<file path="src/rtl/hb_pkg.sv">
// Shared types for the host-bus write poster.
package hb_pkg;
    // Address class of a CPU access.
    typedef enum logic [1:0] {
        RG_RAM  = 2'd0,
        RG_IO   = 2'd1,
        RG_ATTR = 2'd2
    } region_e;

    // State of the single host-bus transaction engine.
    typedef enum logic [1:0] {
        PH_IDLE  = 2'd0,
        PH_WRITE = 2'd1,
        PH_READ  = 2'd2
    } phase_e;
endpackage

</file>
<file path="src/rtl/hb_decode.sv">
// Address classifier.
// What: splits an address into RAM, I/O or attribute region, flags the
// slow port addresses and tests the page against the mirror window.
// Assumes: the attribute pages lie inside or beside the I/O pages and win
// over them; the window bounds are inclusive.
module hb_decode
    import hb_pkg::*;
#(
    parameter int AW = 16,
    parameter int PW = 8,
    parameter logic [PW-1:0] IO_LO_PG   = 'hD0,
    parameter logic [PW-1:0] IO_HI_PG   = 'hDF,
    parameter logic [PW-1:0] ATTR_LO_PG = 'hD8,
    parameter logic [PW-1:0] ATTR_HI_PG = 'hDB,
    parameter logic [AW-1:0] PORT_MASK  = 'hFEFE,
    parameter logic [AW-1:0] PORT_MATCH = 'hDC00
) (
    input  logic [AW-1:0] addr,
    input  logic [PW-1:0] win_lo,
    input  logic [PW-1:0] win_hi,
    output region_e       region,
    output logic          in_window,
    output logic          slow_port
);
    logic [PW-1:0] page;
    assign page = addr[AW-1 -: PW];

    // Region select, attribute pages taking priority over I/O pages.
    always_comb begin
        region = RG_RAM;
        if (page >= ATTR_LO_PG && page <= ATTR_HI_PG)
            region = RG_ATTR;
        else if (page >= IO_LO_PG && page <= IO_HI_PG)
            region = RG_IO;
    end

    // Mirror window and slow port tests.
    always_comb begin
        in_window = (page >= win_lo) && (page <= win_hi);
        slow_port = (region == RG_IO) && ((addr & PORT_MASK) == PORT_MATCH);
    end
endmodule

</file>
<file path="src/rtl/hb_window_regs.sv">
// Mirror window registers.
// What: holds the inclusive first and last mirrored page.
// Assumes: software keeps start <= end when it wants a non-empty window.
module hb_window_regs #(
    parameter int PW = 8
) (
    input  logic          clk,
    input  logic          rst_n,
    input  logic          cfg_we,
    input  logic          cfg_sel,
    input  logic [PW-1:0] cfg_wdata,
    output logic [PW-1:0] win_lo,
    output logic [PW-1:0] win_hi
);
    // Load one bound per write; reset opens the window over all pages.
    always_ff @(posedge clk) begin
        if (!rst_n) begin
            win_lo <= '0;
            win_hi <= '1;
        end else if (cfg_we) begin
            if (cfg_sel) win_hi <= cfg_wdata;
            else         win_lo <= cfg_wdata;
        end
    end
endmodule

</file>
<file path="src/rtl/hb_post_buf.sv">
// Single-entry posted write buffer and host-bus transaction engine.
// What: keeps one byte and its address until its host write has ended,
// runs blocking reads, and starts and ends every transaction on a tick.
// Assumes: push only arrives while the buffer is empty; rd_req and rd_addr
// stay steady until rd_valid is acknowledged; no push during a read.
module hb_post_buf
    import hb_pkg::*;
#(
    parameter int AW = 16,
    parameter int DW = 8,
    parameter int SLOW_TICKS = 2
) (
    input  logic          clk,
    input  logic          rst_n,
    input  logic          tick,
    input  logic          push,
    input  logic [AW-1:0] push_addr,
    input  logic [DW-1:0] push_data,
    input  logic          push_slow,
    output logic          buf_full,
    input  logic          rd_req,
    input  logic [AW-1:0] rd_addr,
    input  logic          rd_ack,
    output logic          rd_valid,
    output logic [DW-1:0] rd_data,
    output logic          hb_valid,
    output logic          hb_we,
    output logic [AW-1:0] hb_addr,
    output logic [DW-1:0] hb_wdata,
    input  logic [DW-1:0] hb_rdata
);
    localparam int CW = $clog2(SLOW_TICKS + 1);

    phase_e        phase;
    logic [CW-1:0] left;
    logic          buf_slow;
    logic [AW-1:0] buf_addr;
    logic [DW-1:0] buf_data;
    logic [AW-1:0] rd_addr_q;

    // Buffer fill, transaction start and end, read data capture.
    always_ff @(posedge clk) begin
        if (!rst_n) begin
            phase     <= PH_IDLE;
            left      <= '0;
            buf_full  <= 1'b0;
            buf_slow  <= 1'b0;
            buf_addr  <= '0;
            buf_data  <= '0;
            rd_addr_q <= '0;
            rd_valid  <= 1'b0;
            rd_data   <= '0;
        end else begin
            if (push) begin
                buf_full <= 1'b1;
                buf_slow <= push_slow;
                buf_addr <= push_addr;
                buf_data <= push_data;
            end
            if (rd_ack)
                rd_valid <= 1'b0;
            if (tick) begin
                case (phase)
                    PH_IDLE: begin
                        if (buf_full) begin
                            phase <= PH_WRITE;
                            left  <= buf_slow ? CW'(SLOW_TICKS) : CW'(1);
                        end else if (rd_req && !rd_valid) begin
                            phase     <= PH_READ;
                            rd_addr_q <= rd_addr;
                            left      <= CW'(1);
                        end
                    end
                    PH_WRITE: begin
                        if (left == CW'(1)) begin
                            phase    <= PH_IDLE;
                            buf_full <= 1'b0;
                        end
                        left <= left - CW'(1);
                    end
                    PH_READ: begin
                        phase    <= PH_IDLE;
                        rd_data  <= hb_rdata;
                        rd_valid <= 1'b1;
                        left     <= '0;
                    end
                    default: phase <= PH_IDLE;
                endcase
            end
        end
    end

    // Host bus outputs straight from the engine registers.
    always_comb begin
        hb_valid = (phase != PH_IDLE);
        hb_we    = (phase == PH_WRITE);
        hb_addr  = (phase == PH_WRITE) ? buf_addr : rd_addr_q;
        hb_wdata = buf_data;
    end

    // the single entry is never overwritten while occupied.
    a_r5_push_into_empty: assert property (@(posedge clk) disable iff (!rst_n)
        push |-> !buf_full);

    // a transaction only begins right after a tick.
    a_r6_start_on_tick: assert property (@(posedge clk) disable iff (!rst_n)
        $rose(hb_valid) |-> $past(tick));

    // the bus is held steady between ticks.
    a_r6_hold_between_ticks: assert property (@(posedge clk) disable iff (!rst_n)
        (hb_valid && !tick) |=> (hb_valid && $stable(hb_we) && $stable(hb_addr)
                                 && $stable(hb_wdata)));

    // a host read never runs while a posted write is pending.
    a_r9_read_behind_write: assert property (@(posedge clk) disable iff (!rst_n)
        (hb_valid && !hb_we) |-> !buf_full);
endmodule

</file>
<file path="src/rtl/hb_write_poster.sv">
// Top of the host-bus write poster.
// What: routes each committing CPU access to local memory, to the posted
// buffer or to a blocking host read, and generates ready.
// Assumes: the CPU holds request, address and data while ready is low and
// local memory answers reads in the same cycle.
module hb_write_poster
    import hb_pkg::*;
#(
    parameter int AW = 16,
    parameter int DW = 8,
    parameter int PW = 8,
    parameter int SLOW_TICKS = 2
) (
    input  logic          clk,
    input  logic          rst_n,
    input  logic          cpu_req,
    input  logic          cpu_we,
    input  logic          cpu_last,
    input  logic [AW-1:0] cpu_addr,
    input  logic [DW-1:0] cpu_wdata,
    output logic [DW-1:0] cpu_rdata,
    output logic          cpu_ready,
    output logic          lm_en,
    output logic          lm_we,
    output logic [AW-1:0] lm_addr,
    output logic [DW-1:0] lm_wdata,
    input  logic [DW-1:0] lm_rdata,
    input  logic          bus_tick,
    output logic          hb_valid,
    output logic          hb_we,
    output logic [AW-1:0] hb_addr,
    output logic [DW-1:0] hb_wdata,
    input  logic [DW-1:0] hb_rdata,
    input  logic          cfg_we,
    input  logic          cfg_sel,
    input  logic [PW-1:0] cfg_wdata
);
    logic [PW-1:0] win_lo, win_hi;
    region_e       region;
    logic          in_win, slow_port;
    logic          commit, host_rgn, wr_host, rd_host, push;
    logic          buf_full, rd_valid;
    logic [DW-1:0] rd_data;

    hb_window_regs #(.PW(PW)) u_win (
        .clk(clk), .rst_n(rst_n), .cfg_we(cfg_we), .cfg_sel(cfg_sel),
        .cfg_wdata(cfg_wdata), .win_lo(win_lo), .win_hi(win_hi)
    );

    hb_decode #(.AW(AW), .PW(PW)) u_dec (
        .addr(cpu_addr), .win_lo(win_lo), .win_hi(win_hi),
        .region(region), .in_window(in_win), .slow_port(slow_port)
    );

    // Classify the present access.
    always_comb begin
        commit   = cpu_req && cpu_last;
        host_rgn = (region != RG_RAM);
        wr_host  = commit && cpu_we && (host_rgn || in_win);
        rd_host  = commit && !cpu_we && host_rgn;
        push     = wr_host && !buf_full;
    end

    hb_post_buf #(.AW(AW), .DW(DW), .SLOW_TICKS(SLOW_TICKS)) u_buf (
        .clk(clk), .rst_n(rst_n), .tick(bus_tick),
        .push(push), .push_addr(cpu_addr), .push_data(cpu_wdata),
        .push_slow(slow_port), .buf_full(buf_full),
        .rd_req(rd_host), .rd_addr(cpu_addr), .rd_ack(rd_host && rd_valid),
        .rd_valid(rd_valid), .rd_data(rd_data),
        .hb_valid(hb_valid), .hb_we(hb_we), .hb_addr(hb_addr),
        .hb_wdata(hb_wdata), .hb_rdata(hb_rdata)
    );

    // Ready: dummy cycles and local accesses at once, host accesses on room or data.
    always_comb begin
        if (!cpu_req)       cpu_ready = 1'b0;
        else if (!cpu_last) cpu_ready = 1'b1;
        else if (cpu_we)    cpu_ready = wr_host ? !buf_full : 1'b1;
        else                cpu_ready = host_rgn ? rd_valid : 1'b1;
    end

    // Local memory port; a mirrored write touches it only when accepted.
    always_comb begin
        lm_en     = commit && !host_rgn && (!cpu_we || !wr_host || !buf_full);
        lm_we     = cpu_we;
        lm_addr   = cpu_addr;
        lm_wdata  = cpu_wdata;
        cpu_rdata = host_rgn ? rd_data : lm_rdata;
    end

    // a committing RAM read is served locally in the same cycle.
    a_r1_ram_read_local: assert property (@(posedge clk) disable iff (!rst_n)
        (commit && !cpu_we && region == RG_RAM) |-> (cpu_ready && lm_en && !lm_we));

    // dummy cycles complete at once and reach neither memory nor buffer.
    a_r10_dummy_silent: assert property (@(posedge clk) disable iff (!rst_n)
        (cpu_req && !cpu_last) |-> (cpu_ready && !lm_en && !push));
endmodule

</file>
<file path="config.mk">
export PLATFORM = sky130hd
export DESIGN_NAME = hb_write_poster
export DESIGN_NICKNAME = d
export VERILOG_FILES = /design/src/rtl/hb_pkg.sv /design/src/rtl/hb_decode.sv /design/src/rtl/hb_window_regs.sv /design/src/rtl/hb_post_buf.sv /design/src/rtl/hb_write_poster.sv
export SDC_FILE = /design/constraint.sdc
export NUM_CORES = 1
export LEC_CHECK = 0
export CAP_MARGIN = 20
export CELL_PAD_IN_SITES_DETAIL_PLACEMENT = 1
export CELL_PAD_IN_SITES_GLOBAL_PLACEMENT = 1
export CORE_UTILIZATION = 35
export CTS_CLUSTER_DIAMETER = 120
export DETAILED_ROUTE_END_ITERATION = 6
export PLACE_DENSITY = 0.84
export SLEW_MARGIN = 20
export SYNTH_ARGS = -nofsm -noshare
export SYNTH_HDL_FRONTEND = slang
export SYNTH_SLANG_ARGS = --single-unit
</file>
<file path="constraint.sdc">
create_clock -name clk -period 3.1 [get_ports clk]
set_input_delay 0.31 -clock clk [delete_from_list [all_inputs] [get_ports clk]]
set_output_delay 0.31 -clock clk [all_outputs]
set_load 0.1 [all_outputs]
</file>
==> Word level (Yosys, flattened, before mapping) <==
Index checks and enable logic that the tools add are counted.
{ "totals": {"reg_bits": 71, "inputBits": 56, "output_inout_bits": 61, "elab_cells": 83} }
{ "op_classes": {"n_addsub": 1, "magnitude_cmp": 6, "n_eq_ne": 7, "muxes": 24, "bitwise": 2, "n_reduce_logical": 32} }
{ "ops": {"columns": ["operator", "count"], "rows": [
  ["8-bit greater-or-equal comparator (second input constant)", 2],
  ["8-bit <= comparator (second input constant)", 2],
  ["16-bit two-way mux", 1],
  ["14-bit == test (second input constant)", 1],
  ["1-bit logical AND", 14],
  ["2-bit two-way mux", 7],
  ["1-bit two-way mux", 13],
  ["8-bit greater-or-equal comparator", 1],
  ["8-bit <= comparator", 1],
  ["8-bit two-way mux", 1],
  ["2-bit by 1-bit == test with 1-bit output (second input constant)", 3],
  ["2-bit case mux with 3 select lines", 1],
  ["2-bit AND reduction", 3],
  ["3-bit AND reduction", 2],
  ["1-bit logical NOT", 5],
  ["2-bit case mux with 2 select lines", 1],
  ["4-bit AND reduction", 1],
  ["2-bit nonzero test", 2],
  ["1-bit logical OR", 3],
  ["3-bit by 1-bit != test with 1-bit output (second input constant)", 1],
  ["3-bit nonzero test", 1],
  ["2-bit == test (second input constant)", 1],
  ["2-bit logical NOT", 1],
  ["2-bit by 1-bit != test with 1-bit output (second input constant)", 1],
  ["2 further kinds", 3]
]} }

==> Depth between registers and ports, before layout <==
Gate-level depths: netlist of the first run.
{ "depth": {"ltp_word": 12, "depth_mapped": 8, "ltp_nobuf": 7} }

==> Hierarchy <==
From an unflattened synthesis of the first run, not the netlist that was laid out.
{ "unflattened": {"hier_cells": 437, "hier_area_um2": 4071.4} }
{ "modules_own_cells": {"columns": ["mod", "n_inst", "cells_each", "area_per_inst_um2", "seq_area_each_um2"], "rows": [
  ["hb_post_buf", 1, 251, 2497.4, 1101.1],
  ["hb_window_regs", 1, 72, 708.2, 320.3],
  ["hb_decode", 1, 68, 470.5, 0.0],
  ["hb_write_poster", 1, 46, 395.4, 0.0]
]} }

==> Worst setup path before layout of the first run <==
Ideal clock, no wire load.
{ "synth_path": {"path_kind": "register to output", "startpoint": "register u_win.win_lo[3]", "endpoint": "output lm_en", "arrival_time_ns": 3.532, "required_ns": 2.790, "setup_slack_ns": -0.742, "stages_incl_launch_ff": 8, "n_path_buf": 0, "cell_sequence": "dfxtp_1 inv_1 ha_1 nor4_1 o21ai_4 a32oi_4 a211oi_1 nor3_1"} }
{ "synth_between": {"elab_chain_len": 8} }
{ "synth_rtl": {"columns": ["item", "line", "source"], "rows": [
  ["from (decl)", "hb_window_regs.sv:12", "output logic [PW-1:0] win_lo,"],
  ["from (signal assigned)", "hb_window_regs.sv:22", "else win_lo <= cfg_wdata;"],
  ["8-bit greater-or-equal comparator", "hb_decode.sv:39", "in_window = (page >= win_lo) && (page <= win_hi);"],
  ["1-bit logical AND", "hb_decode.sv:39", null],
  ["1-bit logical OR", "hb_write_poster.sv:59", "wr_host = commit && cpu_we && (host_rgn || in_win);"],
  ["1-bit logical AND", "hb_write_poster.sv:59", null],
  ["1-bit logical NOT", "hb_write_poster.sv:84", "lm_en = commit && !host_rgn && (!cpu_we || !wr_host || !buf_full);"],
  ["1-bit logical OR (2 in a row)", "hb_write_poster.sv:84", null],
  ["1-bit logical AND", "hb_write_poster.sv:84", null],
  ["to (decl)", "hb_write_poster.sv:23", "output logic lm_en,"]
]} }
No other way between the ends.

==> Final worst setup path of the first run <==
{ "layout_path": {"startpoint": "input cpu_addr[11]", "endpoint": "output lm_en"} }
{ "layout_between": {"elab_chain_len": 11, "word_cells_on_any_way": 20, "cone_classes": "6 x order compare; 2 x mux; 12 x reduce/logical"} }
{ "layout_rtl": {"columns": ["item", "line", "source"], "rows": [
  ["from (decl)", "hb_write_poster.sv:19", "input logic [AW-1:0] cpu_addr,"],
  ["8-bit greater-or-equal comparator / 8-bit <= comparator (equally long branches)", "hb_decode.sv:33", "else if (page >= IO_LO_PG && page <= IO_HI_PG)"],
  ["1-bit logical AND", "hb_decode.sv:33", null],
  ["1-bit two-way mux", "hb_decode.sv:33", null],
  ["2-bit two-way mux", "hb_decode.sv:31", "if (page >= ATTR_LO_PG && page <= ATTR_HI_PG)"],
  ["2-bit nonzero test", "hb_write_poster.sv:58", "host_rgn = (region != RG_RAM);"],
  ["1-bit logical OR", "hb_write_poster.sv:59", null],
  ["1-bit logical AND", "hb_write_poster.sv:59", null],
  ["1-bit logical NOT", "hb_write_poster.sv:84", null],
  ["1-bit logical OR (2 in a row)", "hb_write_poster.sv:84", null],
  ["1-bit logical AND *", "hb_write_poster.sv:84", null]
]} }
Mark *: on every way between the ends. The rest lies on a longest branch, timed or not.

==> metrics, run 1 <==
Post-DRT Antenna Nets=0; core area=10500 um2; status=finished, final reports clean; # diodes=0; Area growth syn-to-layout=31.5%; worst hold path type=reg2reg; clk_lat worst skew=0.35 ns; clk buf depth=2; EDFF count, synth=0; Worst VDD drop=0.212 mV; GRT overflow=0; Setup violations, final=0; # hold bufs at CTS=0; largest net degree at the start of global routing=42; clk slew on worst S/H paths=0.08 ns; Max Fanout on Critical Path=6; max-cap violation count=0; final hold violation count=0; vias in the first global route=3513; DRC Markers=0; pwr dens=436 nW/um2; CP Capture Type=output pin; global-route wire length before repair=17400 um; Port-buffer cells=116; crit-path cells=clkdlybuf4s50_1 -> ha_1 -> nor4_2 -> o21ai_4 -> a32oi_4 -> a211oi_2 -> nor3_2 -> buf_12; register area share after synthesis=0.369; Cell variety after synth=47; full die area=11400 um2; drt first pass iters=4; final wirelength=11000 um; Async SR Flop Fraction=0; clk_skew=0.00844 ns; dpl cell area=4880 um2; Slowest-stage cell, CP=clkdlybuf4s50_1; area leader, netlist=dfxtp_1; height of the die=107 um; 1st-iter DRT viols=131; Finished Cell Area=5070 um2; Gate Count Post-Synth=449; CP Launch Type=primary input; Pleak=0.00207 uW; share of layout cells above drive strength 1=0.197; DR WL/cell=16.2 um; minimum clock period=2.90 ns; Critical Path RT=2.79 ns; TritonCTS clock tree=done; mapped cell area=3850 um2; Root Buffer=clkbuf_8; syn_area_per_cell=8.58 um2; final slew viol count=0; total power=2210 uW; initial antenna violation count=0; worst rel slew slack=0.344; syn_nets=526; gr usage total=0.196; FF+latch count, synth=71; most common cell in the netlist=nand2_1; CTS Sinks=71; Synth warnings=0; fin crit share=0.935; Nets=615; Horiz. Die Dim=107 um; Num CTS Buffers=9; WS Path Type=in2out; crit path DAT=2.59 ns; Placer Congestion=0.776; Main synth FF type=dfxtp_1; Post-synth top cells=122 x nand2_1, 71 x dfxtp_1, 27 x mux2i_1; buffers and inverters on the worst path=2; H-tree levels=3; unrepaired setup endpoints after global routing=no; Highest Clock Rate=345 MHz; Initial Utilization=0.367; Area contributors post-synth=dfxtp_1 37%, nand2_1 12%, mux2i_1 7.0%; DR vias=3377; Placement Rows=37; delay-heaviest family, CP=buffers and inverters; Crit path largest cell delay=0.55 ns; dpl hpwl=8230 um; Vias/cell=4.97; Setup TNS Final=0 ns; worst-margin pin slew=0.981 ns; area share of the largest cell type after synthesis=0.369; Ports=117
-- where the power goes --
| part | internal [uW] | switching (uW) |
|---|---|---|
| combinational | 189 | 393 |
| sequential | 937 | 12.7 |
| clock | 332 | 344 |
-- per-stage QoR --
| stage | worst slack, ns | util | hold WS [ns] | cells |
|---|---|---|---|---|
| detailed placement | 0.101 | 0.464 | 0.450 | 663 |
| global route | 0.133 | 0.482 | 0.476 | 679 |
| floorplan | 0.104 | - | 0.431 | 449 |
| global placement | 0.178 | 0.464 | 0.439 | 663 |
| CTS | 0.0923 | 0.481 | 0.459 | 679 |
| finish | 0.202 | 0.482 | 0.459 | 679 |
-- final cells by class --
class,instances,area [um2]
sequential,71,1420
inverter,25,93.8
tap,136,170
clock inverter,3,17.5
multi-input combinational,304,2050
fill,1244,5440
timing repair buffer,127,1160
clock buffer,13,159
-- path summary, 6_finish.rpt --
kind / from / depth (start not counted) / endpoint / slack (ns)
worst max-delay path: cpu_addr[11] / 8 / lm_en / 0.20
worst min register to register: u_buf.buf_addr[3] / 2 / u_buf.buf_addr[3] / 0.46
worst max register to register: u_win.win_hi[7] / 8 / u_buf.buf_addr[1] / 0.92
worst min-delay path: u_buf.buf_addr[3] / 2 / u_buf.buf_addr[3] / 0.46
-- kinds of logic after synthesis --
kind of cell / share of synthesized area
AO/OA/AOI/OAI: 0.134
adder cells (fa/ha/maj): 0.0682
buffers and inverters: 0.105
flip-flops: 0.369
multiplexers: 0.117
AND/OR/NAND/NOR: 0.207
-- flip-flops by register name, summed over array words and instances (netlist names) --
signal,cells
u_buf.buf_full,1
u_buf.rd_addr_q,16
u_buf.buf_slow,1
u_buf.rd_data,8
u_buf.hb_wdata,8
u_buf.buf_addr,16
u_win.win_hi,8
u_win.win_lo,8
u_buf.rd_valid,1
u_buf.left,2
u_buf.phase,2
-- routing by layer --
metal,vias to the layer above,global-route usage,share of wire
met1,1624,0.227,0.44
met3,10,0.0529,0.053
met2,87,0.349,0.50
met5,-,0,0
li1,1656,-,-
met4,0,0.0616,0.0089
-- placed cells by master, fill, tap and decap left out, types with 3 or more instances in the layout --
master,count
buf_4,60
nand2_1,122
o211ai_1,9
o21ai_0,3
mux2i_1,27
clkbuf_8,11
mux2_2,16
nor2_1,7
o21a_1,4
a21boi_0,11
buf_12,4
nand3_1,13
inv_1,25
a21oi_1,12
nand4_1,3
nor2b_1,13
dfxtp_1,71
clkdlybuf4s50_1,62
ha_1,21
a21boi_1,12
nor4b_1,3
-- what timing repair did --
| item | CTS | global route |
|---|---|---|
| resized for setup | 0 | 2 |
| hold endpoints to repair | 0 | 0 |
| setup endpoints to repair | 0 | 2 |
| buffers inserted | 0 | 0 |
-- tightest hold or removal path: cells and delay by family (launching register included) --
family / cells / cell delay [ns]
flip-flops: 1 / 0.31
AND/OR/NAND/NOR: 1 / 0.05
multiplexers: 1 / 0.05
Power figures use the tool's default switching activity.
==> inputs of run 2 (changes only) <==
--- a/config.mk
+++ b/config.mk
@@ -12,6 +12,7 @@
 export CTS_CLUSTER_DIAMETER = 120
 export DETAILED_ROUTE_END_ITERATION = 6
 export PLACE_DENSITY = 0.84
+export SETUP_SLACK_MARGIN = 0.05
 export SLEW_MARGIN = 20
 export SYNTH_ARGS = -nofsm -noshare
 export SYNTH_HDL_FRONTEND = slang
==> results of run 2 <==
Final layout, timing and power as in run 1 (identical DEF).
